**src/rtl/csr_irq.sv**
```systemverilog
module csr_irq #(
  parameter int DW = 16
) (
  input  logic          clk,
  input  logic          rst,
  input  logic          init,
  input  logic          mode,
  input  logic          sel,
  input  logic          wr,
  input  logic [DW-1:0] wdata,
  output logic [DW-1:0] rdata,
  input  logic          dev_ready,
  input  logic          dev_error,
  input  logic          iack,
  output logic          irq,
  output logic          go_pulse
);
  localparam int ERR_B = 15;
  localparam int RDY_B = 7;
  localparam int IE_B  = 6;
  localparam int GO_B  = 0;

  logic ie, go, pend, rdy_q, cond_q;

  wire wen      = sel & wr;
  wire cond     = dev_ready & ie;
  wire rdy_rise = dev_ready & ~rdy_q;
  wire clr      = init | iack;

  always_ff @(posedge clk) begin
    if (rst) begin
      ie <= 1'b0; go <= 1'b0; pend <= 1'b0;
      rdy_q <= 1'b0; cond_q <= 1'b0;
    end else begin
      rdy_q  <= dev_ready;
      cond_q <= cond;
      if (init) begin
        ie <= 1'b0;
        go <= 1'b0;
      end else begin
        if (wen) ie <= wdata[IE_B];
        go <= wen & wdata[GO_B];
      end
      if (clr)
        pend <= 1'b0;
      else if (mode) begin
        if (rdy_rise) pend <= ie;
      end else if (cond & ~cond_q)
        pend <= 1'b1;
    end
  end

  assign irq      = pend & ie & (mode | dev_ready);
  assign go_pulse = go;

  always_comb begin
    rdata = '0;
    if (sel) begin
      rdata[ERR_B] = dev_error;
      rdata[RDY_B] = dev_ready;
      rdata[IE_B]  = ie;
      rdata[GO_B]  = go;
    end
  end


  go_selfclear_chk: assert property (@(posedge clk) disable iff (rst)
    (go_pulse && !(wen && wdata[GO_B])) |=> !go_pulse);

  ack_clear_chk: assert property (@(posedge clk) disable iff (rst)
    (iack || init) |=> !irq);

  init_flags_chk: assert property (@(posedge clk) disable iff (rst)
    init |=> (!rdata[IE_B] && !go_pulse));

  gated_mask_chk: assert property (@(posedge clk) disable iff (rst)
    (!mode && !(dev_ready && rdata[IE_B] == 1'b1 || !sel && dev_ready && ie)) |-> !irq);

  held_pend_chk: assert property (@(posedge clk) disable iff (rst)
    (mode && pend && ie && !clr) |=> pend);

  en_rise_chk: assert property (@(posedge clk) disable iff (rst)
    (mode && !pend && !rdy_rise) |=> !pend);
endmodule

```
**config.mk**
```make
export PLATFORM = sky130hd
export DESIGN_NAME = csr_irq
export DESIGN_NICKNAME = d
export VERILOG_FILES = /design/src/rtl/csr_irq.sv
export SDC_FILE = /design/constraint.sdc
export NUM_CORES = 1
export LEC_CHECK = 0
export BUFFER_PORTS_ARGS = -buffer_cell sky130_fd_sc_hd__buf_2
export CAP_MARGIN = 20
export CORE_AREA = 2 2 39 41
export CTS_CLUSTER_DIAMETER = 50
export CTS_CLUSTER_SIZE = 8
export DETAILED_ROUTE_END_ITERATION = 8
export DIE_AREA = 0 0 41 43
export PLACE_DENSITY = 0.77
export SLEW_MARGIN = 20
export SYNTH_ARGS = -nofsm -noshare
export SYNTH_HDL_FRONTEND = slang
export SYNTH_SLANG_ARGS = --single-unit
```
**constraint.sdc**
```tcl
create_clock -name clk -period 1.9 [get_ports clk]
set_input_delay 0.475 -clock clk [delete_from_list [all_inputs] [get_ports clk]]
set_output_delay 0.475 -clock clk [all_outputs]
set_load 0.01 [all_outputs]
```
---- Word-level counts from Yosys, hierarchy flattened ----
Cells that the tools add are included.
cells by class
  reductions and logical operators ........ 4
  eq/ne operators ......................... 1
  mux-type cells .......................... 6
  bitwise operators ....................... 11
operators with widths
  kind                                            number
  bitwise AND 1 bit                               7
  two-way mux 1 bit                               5
  OR reduction 2 bit                              2
  two-way mux 2 bit                               1
  != test 2 x 1 -> 1 bit (second input constant)  1
  NOT 1 bit                                       2
  bitwise OR 1 bit                                2
  AND reduction 2 bit                             1
  nonzero test 2 bit                              1
word-level totals
  flip-flop bits (word level) ............. 5
  output and inout bits ................... 18
  input bits .............................. 25
  logic and storage cells ................. 27

---- Logic depth before layout (Yosys ltp) ----
  word-level depth ........................ 4
  gate-level depth with buffers ........... 3
  depth with buffers taken out ............ 3

---- Worst setup path before layout ----
OpenSTA, ideal clock, no wires.
  path type ............................... input to output
  start ................................... in dev_ready
  end ..................................... out irq
  cell stages on the path ................. 1
  path buffers ............................ 0
  data arrival time ....................... 711 ps
  path slack .............................. 714 ps
  required time ........................... 1425 ps
  path through ............................ o211a_1
between the ends
  cells in the longest elaborated chain, start to end .. 2
RTL lines
  what               line  text
  start, declared    12    input logic dev_ready,
  bitwise OR 1 bit   53    assign irq = pend & ie & (mode | dev_ready);
  bitwise AND 1 bit  53
  end, declared      15    output logic irq,
Every way passes these cells.

---- Worst setup path after layout ----
Ends and elaborated chain as after synthesis.

==> results by group <==
Worst setup path
  • Top Family by Delay on Critical Path: buffers and inverters
  • CP startpoint kind: input pin
  • Buf/Inv on CP: 2
  • Reg2reg start: rdy_q
  • Cells along the critical path: buf_2 > o211a_1 > buf_2
  • Worst Reg2Reg Path Length in Cells: 3
  • CP Depth: 3
  • FF-to-FF setup slack: 1.05 ns
  • R2r endpoint: pend
  • CP endpoint kind: output port
  • Crit-path max FO: 5
  • CP required: 1.42 ns
  • Crit-path max cell delay: 0.22 ns
  • Setup CP Type: in2out
  • CP arrival: 0.95 ns
  • Crit-path most repeated cell: buf_2
  • Critical path's slowest cell: o211a_1

Timing
  • WHS: ~0.44 ns
  • Final setup TNS: 0 ns
  • Max Slew Vio Count: 0
  • Min cycle time layout: roughly 1.4 ns
  • Fmax: 0.700 GHz
  • Setup-failing EPs final: 0
  • RSZ-0062 raised after global routing: no
  • Final Hold Viols: 0
  • Post-Route Skew: 0.00218 ns
  • Final worst slack: 0.472 ns
  • Final Cycle Share: 0.751

Detailed routing
  • WL final: around 570 um
  • Routed vias/inst: 3.73
  • Antenna Violating Nets Remaining: 0
  • Via count: 265
  • TritonRoute pass-1 iters: 1
  • Residual DRC: 0
  • Initial DRC count: 0
  • Wire per inst: 8.01 um

Floorplan
  • Row count: 14
  • Die H: 43 um
  • Die width: around 41 um
  • I/O Pins: 43
  • Starting Density: 0.230
  • CORE AREA: 1380 um2
  • Die Area: 1760 um2

Clock tree
  • Setup Buffers After CTS: 0
  • Clock Pin Slew Worst Setup and Hold Paths: 0.04 ns
  • Post-CTS Resized: 0
  • Root buf cell: clkbuf_4
  • CTS Buffer Depth: 2
  • Num CTS Buffers: 3
  • Clk sinks: 5
  • Skew-Pair Late Insertion Delay: 0.24 ns
  • Hold_buf cts: 0
  • TritonCTS clock tree: built
  • Htree depth: 1

Layout
  • Ant diodes: 0
  • P&R area growth vs syn: 24.4%
  • Nets: 81
  • Layout Cells excl Fill: 71
  • Layout cells sized above 1: 0.382
  • Final Util: 0.286

Power
  • Leakage: 0.220 nW
  • Peak supply drop: 0.000179 V
  • P per Cell Area: 684 nW/um2

Global route
  • Grt ovf: 0
  • First-pass GRT wire length: roughly 950 um
  • Largest net degree at the start of global routing: 7
  • Vias in the first global route: between 200 and 300
  • Gr usage total: 0.0884
  • Antenna violations before repair: 0

Min path
  • Worst hold endpoint: ie
  • Worst hold stages: 2
  • HP Start: init
  • Worst hold path type: in2reg

Synthesis
  • Top FF cell, synth: dfxtp_1
  • Sequential element share of the synthesized area: 0.315
  • Unique masters post-synth: 16
  • Mean Syn Cell Area: 8.83 um2
  • Synth area leader: dfxtp_1
  • Synthesis Warnings: 0
  • Yosys reg bits: 5
  • Cell Area, Synth: 318 um2
  • Top cells by area, synth: dfxtp_1 (31%), buf_4 (28%), and2_1 (9.8%), mux2i_1 (3.1%), nor3_1 (3.1%)
  • Synth async-reset ratio: 0
  • Top cell type's share of synthesized area: 0.315
  • Post-synthesis cell count: 36
  • Synth top cells by count: buf_4 (12), and2_1 (5), dfxtp_1 (5)
  • Top-count cell post-synth: buf_4
  • Post-synth EDFFs: 0

Placed design
  • Pre-CTS WS: between 0.4 and 0.5 ns
  • Post-DP HPWL: 474 um
  • Final Wtd Congestion: 0.597
  • IO buf count: 16
  • Placed Instances: between 60 and 70

Run
  • Maxcap violations: 0

Outcome
  • Status: finished, final reports clean
-- registers in the layout, indices dropped and copies added, names as in the netlist --
register and count:
cond_q 1, go_pulse 1, ie 1, pend 1
rdy_q 1
-- worst max path at each step --
stage / startpoint / endpoint / slack [ns]
final: dev_ready / irq / 0.47
after global routing: ie / irq / 0.42
after CTS: ie / irq / 0.47
after detailed placement: dev_ready / irq / 0.47
after global placement: dev_ready / irq / 0.47
after floorplan: dev_ready / irq / 0.71
-- metal layers --
metal  global-route usage  share of wire
met4               0.0600              0
met3               0.0628           0.12
met1               0.0643           0.29
met5                    0              0
met2                0.147           0.58
-- report_power, final --
group | total, mW | switching [mW] | internal [mW]
Clock | 0.120 | 0.0409 | 0.0792
Combinational | 0.0410 | 0.0247 | 0.0163
Sequential | 0.109 | 0.00159 | 0.108
-- per-stage QoR --
step	area [um2]	power [mW]
CTS	395	0.277
floorplan	359	0.152
detailed placement	369	0.152
global route	395	0.289
finish	395	0.271
global placement	369	0.151
-- final cells by class --
type	instances	area, um2
tap	16	20.0
sequential	5	100
timing repair buffer	16	80.1
fill	164	988
clock buffer	4	26.3
inverter	1	3.75
multi-input combinational	29	165
-- worst reg2reg max path, stage by stage (launching register included) --
cell and delay [ns]:
dfxtp_1 0.32, inv_1 0.04, a221oi_1 0.27, nor3_1 0.09
-- cells in the final DEF, fill, tap and decap left out --
cell type	count
and2_1	5
nor3_2	1
nor3_1	2
conb_1	12
clkbuf_1	1
nor4b_1	1
nor4bb_1	1
nor2_1	1
nor2b_1	1
dfxtp_1	5
inv_1	1
buf_2	16
o211a_1	1
clkbuf_4	3
nand2_2	1
o21ai_1	1
mux2i_1	1
a221oi_1	1
-- kinds of logic after synthesis --
family / synth area share
and+or+nand+nor: 0.272
AOI/OAI and AO/OA: 0.0748
DFF: 0.315
buffers and inverters: 0.295
other: 0.0118
muxes: 0.0315
No activity file was read; power rests on OpenSTA's default activity.
